### config.mk
export PLATFORM = sky130hd
export DESIGN_NAME = refresh_sched
export DESIGN_NICKNAME = d
export VERILOG_FILES = /design/src/rtl/refresh_pkg.sv /design/src/rtl/rfsh_tick_gen.sv /design/src/rtl/rfsh_credit.sv /design/src/rtl/rfsh_busy_timer.sv /design/src/rtl/refresh_sched.sv
export SDC_FILE = /design/constraint.sdc
export NUM_CORES = 1
export LEC_CHECK = 0
export BUFFER_PORTS_ARGS = -buffer_cell sky130_fd_sc_hd__buf_2
export CAP_MARGIN = 30
export CORE_MARGIN = 2
export CORE_UTILIZATION = 40
export CTS_BUF_LIST = sky130_fd_sc_hd__clkbuf_8 sky130_fd_sc_hd__clkbuf_16
export CTS_CLUSTER_DIAMETER = 120
export CTS_CLUSTER_SIZE = 30
export DETAILED_ROUTE_END_ITERATION = 10
export SLEW_MARGIN = 15
export SYNTH_ARGS = -nofsm -noshare
export SYNTH_HDL_FRONTEND = slang
export SYNTH_SLANG_ARGS = --single-unit
### constraint.sdc
create_clock -name clk -period 1.87 [get_ports clk]
set_input_delay 0.374 -clock clk [delete_from_list [all_inputs] [get_ports clk]]
set_output_delay 0.374 -clock clk [all_outputs]
set_load 0.02 [all_outputs]
### src/rtl/refresh_pkg.sv
package refresh_pkg;
  // Refresh interval in clocks for a given window.
  function automatic longint unsigned ival_cycles(longint unsigned khz,
                                                  longint unsigned win_ms,
                                                  longint unsigned rows);
    return (khz * win_ms) / rows;
  endfunction
endpackage

### src/rtl/rfsh_tick_gen.sv
module rfsh_tick_gen #(
  parameter int unsigned LIM_NORM = 1562,
  parameter int unsigned LIM_HOT  = 390,
  parameter int unsigned CW       = 11
) (
  input  logic clk,
  input  logic rst_n,
  input  logic hot,
  output logic tick
);
  logic [CW-1:0] cnt_q, cnt_d;
  logic [CW-1:0] lim_m1;

  always_comb begin
    lim_m1 = hot ? CW'(LIM_HOT - 1) : CW'(LIM_NORM - 1);
    tick   = (cnt_q >= lim_m1);
    cnt_d  = tick ? '0 : cnt_q + 1'b1;
  end

  always_ff @(posedge clk or negedge rst_n) begin
    if (!rst_n) cnt_q <= '0;
    else        cnt_q <= cnt_d;
  end

  // intervals are at least two cycles, so ticks never repeat back to back
  p_tick_gap_r1: assert property (@(posedge clk) disable iff (!rst_n)
    tick |=> !tick);
endmodule

### src/rtl/rfsh_credit.sv
module rfsh_credit #(
  parameter int unsigned MAXP = 8,
  parameter int unsigned PW   = 4
) (
  input  logic          clk,
  input  logic          rst_n,
  input  logic          tick,
  input  logic          ack,
  output logic          ack_ok,
  output logic [PW-1:0] pend,
  output logic          ovf
);
  logic [PW-1:0] pend_d;
  logic          ovf_d;
  logic          at_max, inc, dec;

  always_comb begin
    at_max = (pend == PW'(MAXP));
    ack_ok = ack && (pend != '0);
    dec    = ack_ok;
    inc    = tick && (!at_max || dec);
    pend_d = pend;
    if (inc && !dec)      pend_d = pend + 1'b1;
    else if (dec && !inc) pend_d = pend - 1'b1;
    ovf_d  = ovf | (tick && at_max && !dec);
  end

  always_ff @(posedge clk or negedge rst_n) begin
    if (!rst_n) begin
      pend <= '0;
      ovf  <= 1'b0;
    end else begin
      pend <= pend_d;
      ovf  <= ovf_d;
    end
  end

  p_pend_ceiling_r3: assert property (@(posedge clk) disable iff (!rst_n)
    pend <= PW'(MAXP));
  p_ovf_sticky_r7: assert property (@(posedge clk) disable iff (!rst_n)
    ovf |=> ovf);
  p_ack_zero_r6: assert property (@(posedge clk) disable iff (!rst_n)
    (pend == '0 && !tick) |=> pend == '0);
  p_tick_ack_r9: assert property (@(posedge clk) disable iff (!rst_n)
    (tick && ack && pend != '0) |=> $stable(pend));
endmodule

### src/rtl/rfsh_busy_timer.sv
module rfsh_busy_timer #(
  parameter int unsigned TRFC = 14,
  parameter int unsigned BW   = 4
) (
  input  logic clk,
  input  logic rst_n,
  input  logic start,
  output logic busy
);
  logic [BW-1:0] left_q, left_d;

  always_comb begin
    if (start)               left_d = BW'(TRFC);
    else if (left_q != '0)   left_d = left_q - 1'b1;
    else                     left_d = left_q;
    busy = (left_q != '0);
  end

  always_ff @(posedge clk or negedge rst_n) begin
    if (!rst_n) left_q <= '0;
    else        left_q <= left_d;
  end

  p_busy_start_r8: assert property (@(posedge clk) disable iff (!rst_n)
    start |=> busy);
  p_busy_idle_r8: assert property (@(posedge clk) disable iff (!rst_n)
    (!busy && !start) |=> !busy);
endmodule

### src/rtl/refresh_sched.sv
module refresh_sched
  import refresh_pkg::*;
#(
  parameter int unsigned CLK_KHZ      = 200000,
  parameter int unsigned ROWS         = 8192,
  parameter int unsigned WIN_NORM_MS  = 64,
  parameter int unsigned WIN_HOT_MS   = 16,
  parameter int unsigned MAX_POSTPONE = 8,
  parameter int unsigned TRFC_CYC     = 14
) (
  input  logic clk,
  input  logic rst_n,
  input  logic hot_grade,
  input  logic rf_ack,
  output logic rf_req,
  output logic rf_urgent,
  output logic act_block,
  output logic ovf_err,
  output logic [$clog2(MAX_POSTPONE+1)-1:0] pend_cnt
);
  localparam int unsigned LIM_NORM = int'(ival_cycles(CLK_KHZ, WIN_NORM_MS, ROWS));
  localparam int unsigned LIM_HOT  = int'(ival_cycles(CLK_KHZ, WIN_HOT_MS, ROWS));
  localparam int unsigned CW = $clog2(LIM_NORM + 1);
  localparam int unsigned PW = $clog2(MAX_POSTPONE + 1);
  localparam int unsigned BW = $clog2(TRFC_CYC + 1);

  // Reset: asserted asynchronously, released after two edges
  logic rs_a, rs_b;
  always_ff @(posedge clk or negedge rst_n) begin
    if (!rst_n) begin
      rs_a <= 1'b0;
      rs_b <= 1'b0;
    end else begin
      rs_a <= 1'b1;
      rs_b <= rs_a;
    end
  end

  logic tick, ack_ok;

  rfsh_tick_gen #(.LIM_NORM(LIM_NORM), .LIM_HOT(LIM_HOT), .CW(CW)) u_tick (
    .clk(clk), .rst_n(rs_b), .hot(hot_grade), .tick(tick));

  rfsh_credit #(.MAXP(MAX_POSTPONE), .PW(PW)) u_credit (
    .clk(clk), .rst_n(rs_b), .tick(tick), .ack(rf_ack),
    .ack_ok(ack_ok), .pend(pend_cnt), .ovf(ovf_err));

  rfsh_busy_timer #(.TRFC(TRFC_CYC), .BW(BW)) u_busy (
    .clk(clk), .rst_n(rs_b), .start(ack_ok), .busy(act_block));

  always_comb begin
    rf_req    = (pend_cnt != '0);
    rf_urgent = (pend_cnt == PW'(MAX_POSTPONE));
  end

  p_urgent_req_r5: assert property (@(posedge clk) disable iff (!rs_b)
    rf_urgent |-> rf_req);
  p_step_one_r4: assert property (@(posedge clk) disable iff (!rs_b)
    !rf_req |=> (pend_cnt <= PW'(1)));
endmodule

==> qor.yml <==
ys_ff_latch: 22
synth_top_family_by_area: "simple AND/OR/NAND/NOR gates"
first_iter_violations: 42
place_congestion: 0.789
switchingPower_uw: 1050
maxSlewViolCount: 0
die_h_um: 60.2
seqPwrFrac_pct: 28.1
min_period_ns: 2.68
pwr-share-clk_pct: 12.3
overflow: 0
yosys_most_used_dff: "dfrtp_1"
final_util_pct: 61.2
worstSetupStartpoint: "u_tick.cnt_q[4]"
powerDensity_mw_per_mm2: 1520
drtAntennaViolNets: 0
rsz0062_at_grt: "true"
swShare_pct: 37.5
r2r_cells: 11
cts_htree_levels: 1
n_antenna_cell: 0
drt_wl_total_um: 2730
post-route-period-util_pct: 143
r2r_end: "u_credit.pend[3]"
static-leakage-power_uw: 0.000864
synth.largest_area_cell: "dfrtp_1"
synth.area.mux_share_pct: 1.68
crit_path_max_fanout: 3
synth_edf_count: 0
worstSetupPathType: "reg2reg"
syn-cell-area_sq_mm: 0.00126
antenna_found_initial: 0
cp-endpoint: "u_credit.pend[3]"
initial_core_util_pct: 41.7
yosys.area_share.simple_pct: 18.1
max_cap_violations: 0
pwr-share-comb_pct: 59.6
drc: 0
crit-reg2reg-launch: "u_tick.cnt_q[4]"
synth_cell_types: 34
die_area_sq_mm: 0.00362
hold_viol: 0
cts_tree: "yes"
synthCells: 122
clk_pin_slew_ns: 0.08
end_kind: "flip-flop"
crit_path_start_kind: "flip-flop"
setup_ws_ns: -0.812
cp_data_required_time_ns: 2.02
io_pins: 12
fmaxAchievable_mhz: 373
wire_per_inst_um: 12.6
port_buffers: 11
numCtsBuffers: 3
ys_warn_count: 0
grt_max_degree: 13
drive_gt1_share_pct: 40.5
area_growth_pct: 46.6
firstDrtPassIters: 4
hold_class: "reg2async"
dr_total_vias: 1070
grt_pass1_wl_um: 4720
intPower_uw: 1760
regArea_sq_um: 552
synth_nets: 141
multi_input_area_sq_um: 810
vdd_drop_max_mv: 0.944
fin_nets: 193
insertion_delay_ns: 0.27
nFillCells: 246
clk_path_buf_depth: 2
grt_pass1_vias: 1057
dp_hpwl_um: 2020
status: "finished, violations left"
async_flop_share_pct: 100
cts-root-buf: "clkbuf_8"
clkSinkCount: 22
synth_compound_area_share_pct: 8.91
grt_usage_pct: 17.6
yosysSeqAreaShare_pct: 43.6
synth_top_area_share_pct: 43.6
violations: "negative setup slack"
rows: 20
die_w_um: 60.2
synth_xor_area_share_pct: 9.01
setup_viol_count_final: 4
post_drt_via_cell_ratio: 4.93
arrival_ns: 2.83
whs_ns: 0.182
fp.coreArea_sq_mm: 0.00303
synthAdderAreaFrac_pct: 15.4
synth_area_per_cell_sq_um: 10.4
rrSetupSlack_ns: -0.81
synthTopCellsByArea: "dfrtp_1 44%, ha_1 14%, xnor2_1 6.2%, nor2_1 3.6%, xor2_1 2.8%"
fin_skew_ns: 0.00182
[power groups by stage]
stage          logic [uW]  clock network, uW  registers [uW]
6_report             1670                345             791
5_1_grt              1830                383             818
4_1_cts              1580                363             791
3_5_place_dp         1380                  0             804
3_3_place_gp         1330                  0             800
2_1_floorplan         731                  0             912
[layout make-up]
cell class              instances  area share, %
multi-input cells              92           43.7
well taps                      44           2.97
repair buffers                 49           19.2
flip-flops and latches         22           29.8
clock buffers                   4           2.97
inverters                       6           1.35
[timing repair]
item | 4_1_cts | 5_1_grt
buffers inserted | 5 | 0
pin swaps | 6 | 1
hold buffers | 1 | 0
endpoints found under the hold margin | 2 | 0
resized for setup | 12 | 3
endpoints found under the setup margin | 5 | 6
[layer usage]
metal	track usage, %	wire length, um
met5	0	0
met4	7.30	57
met3	3.68	88
met2	28.1	1380
met1	23.1	1200
[state kept, by name, indices dropped and copies added, names as in the netlist]
register / flops
u_credit.pend: 4
rs_b: 1
u_tick.cnt_q: 11
u_busy.left_q: 4
u_credit.ovf: 1
rs_a: 1
[cells in the mapped netlist (2+ instances only)]
cell,n
dfrtp_1,22
ha_1,14
nor2_1,12
xnor2_1,9
nand2_1,8
inv_1,6
nor3_1,6
nand3_1,4
xor2_1,4
a21oi_1,3
nand4_1,3
nor2b_1,3
o21ai_0,3
a21o_1,2
and4_1,2
nand2b_1,2
o211ai_1,2
[kinds of logic (layout without fill, tap and decap cells)]
| logic type | after synthesis | in the layout |
|---|---|---|
| DFF | 22 | 22 |
| AOI/OAI and AO/OA | 16 | 16 |
| adders and majority gates | 15 | 15 |
| buffers and inverters | 8 | 59 |
| and+or+nand+nor | 45 | 45 |
| other | 1 | 1 |
| muxes | 2 | 2 |
| xor gates and xnor gates | 13 | 13 |
[stage by stage]
stage / total power [uW] / TNS [ns] / cell area, sq um / setup slack, ns / cells
2_1_floorplan: 1640 / -2.38 / 1330 / -0.824 / 122
3_3_place_gp: 2130 / -3.04 / 1660 / -0.906 / 207
3_5_place_dp: 2180 / -3.34 / 1660 / -1.01 / 207
4_1_cts: 2740 / -2.34 / 1830 / -0.852 / 217
5_1_grt: 3030 / -2.87 / 1850 / -0.907 / 217
6_report: 2810 / -2.43 / 1850 / -0.812 / 217
[worst min path at each step]
stage	from	endpoint	slack, ns	depth (start not counted)
floorplan	rst_n	rs_a	0.08	0
global placement	rst_n	rs_a	0.16	1
detailed placement	rst_n	rs_a	0.16	1
CTS	rs_b	u_tick.cnt_q[8]	0.20	0
global route	rs_b	u_tick.cnt_q[8]	0.22	0
finish	rs_b	u_tick.cnt_q[8]	0.18	0
[cells in the final DEF (no fill, tap or decap), drive strengths merged, types with 2 or more instances in the layout]
cell / count
nand3: 4
dfrtp: 22
and4: 2
inv: 6
nand2b: 2
o21ai: 4
buf: 48
nor2b: 3
nand2: 8
clkbuf: 4
a21oi: 3
ha: 14
a21o: 2
xnor2: 9
a2111oi: 2
nand4: 3
xor2: 4
nor3: 6
nor2: 12
o211ai: 2
[critical path, cell delays in order (launching register included)]
cell and delay [ns]:
dfrtp_2 0.42, ha_4 0.23, a2111oi_4 0.27, o21ai_1 0.10
a211o_1 0.29, nor2b_4 0.14, ha_4 0.18, inv_4 0.06
ha_4 0.20, a21o_4 0.23, a2111oi_4 0.34, o31ai_1 0.10
No activity file was read; power rests on OpenSTA's default activity.
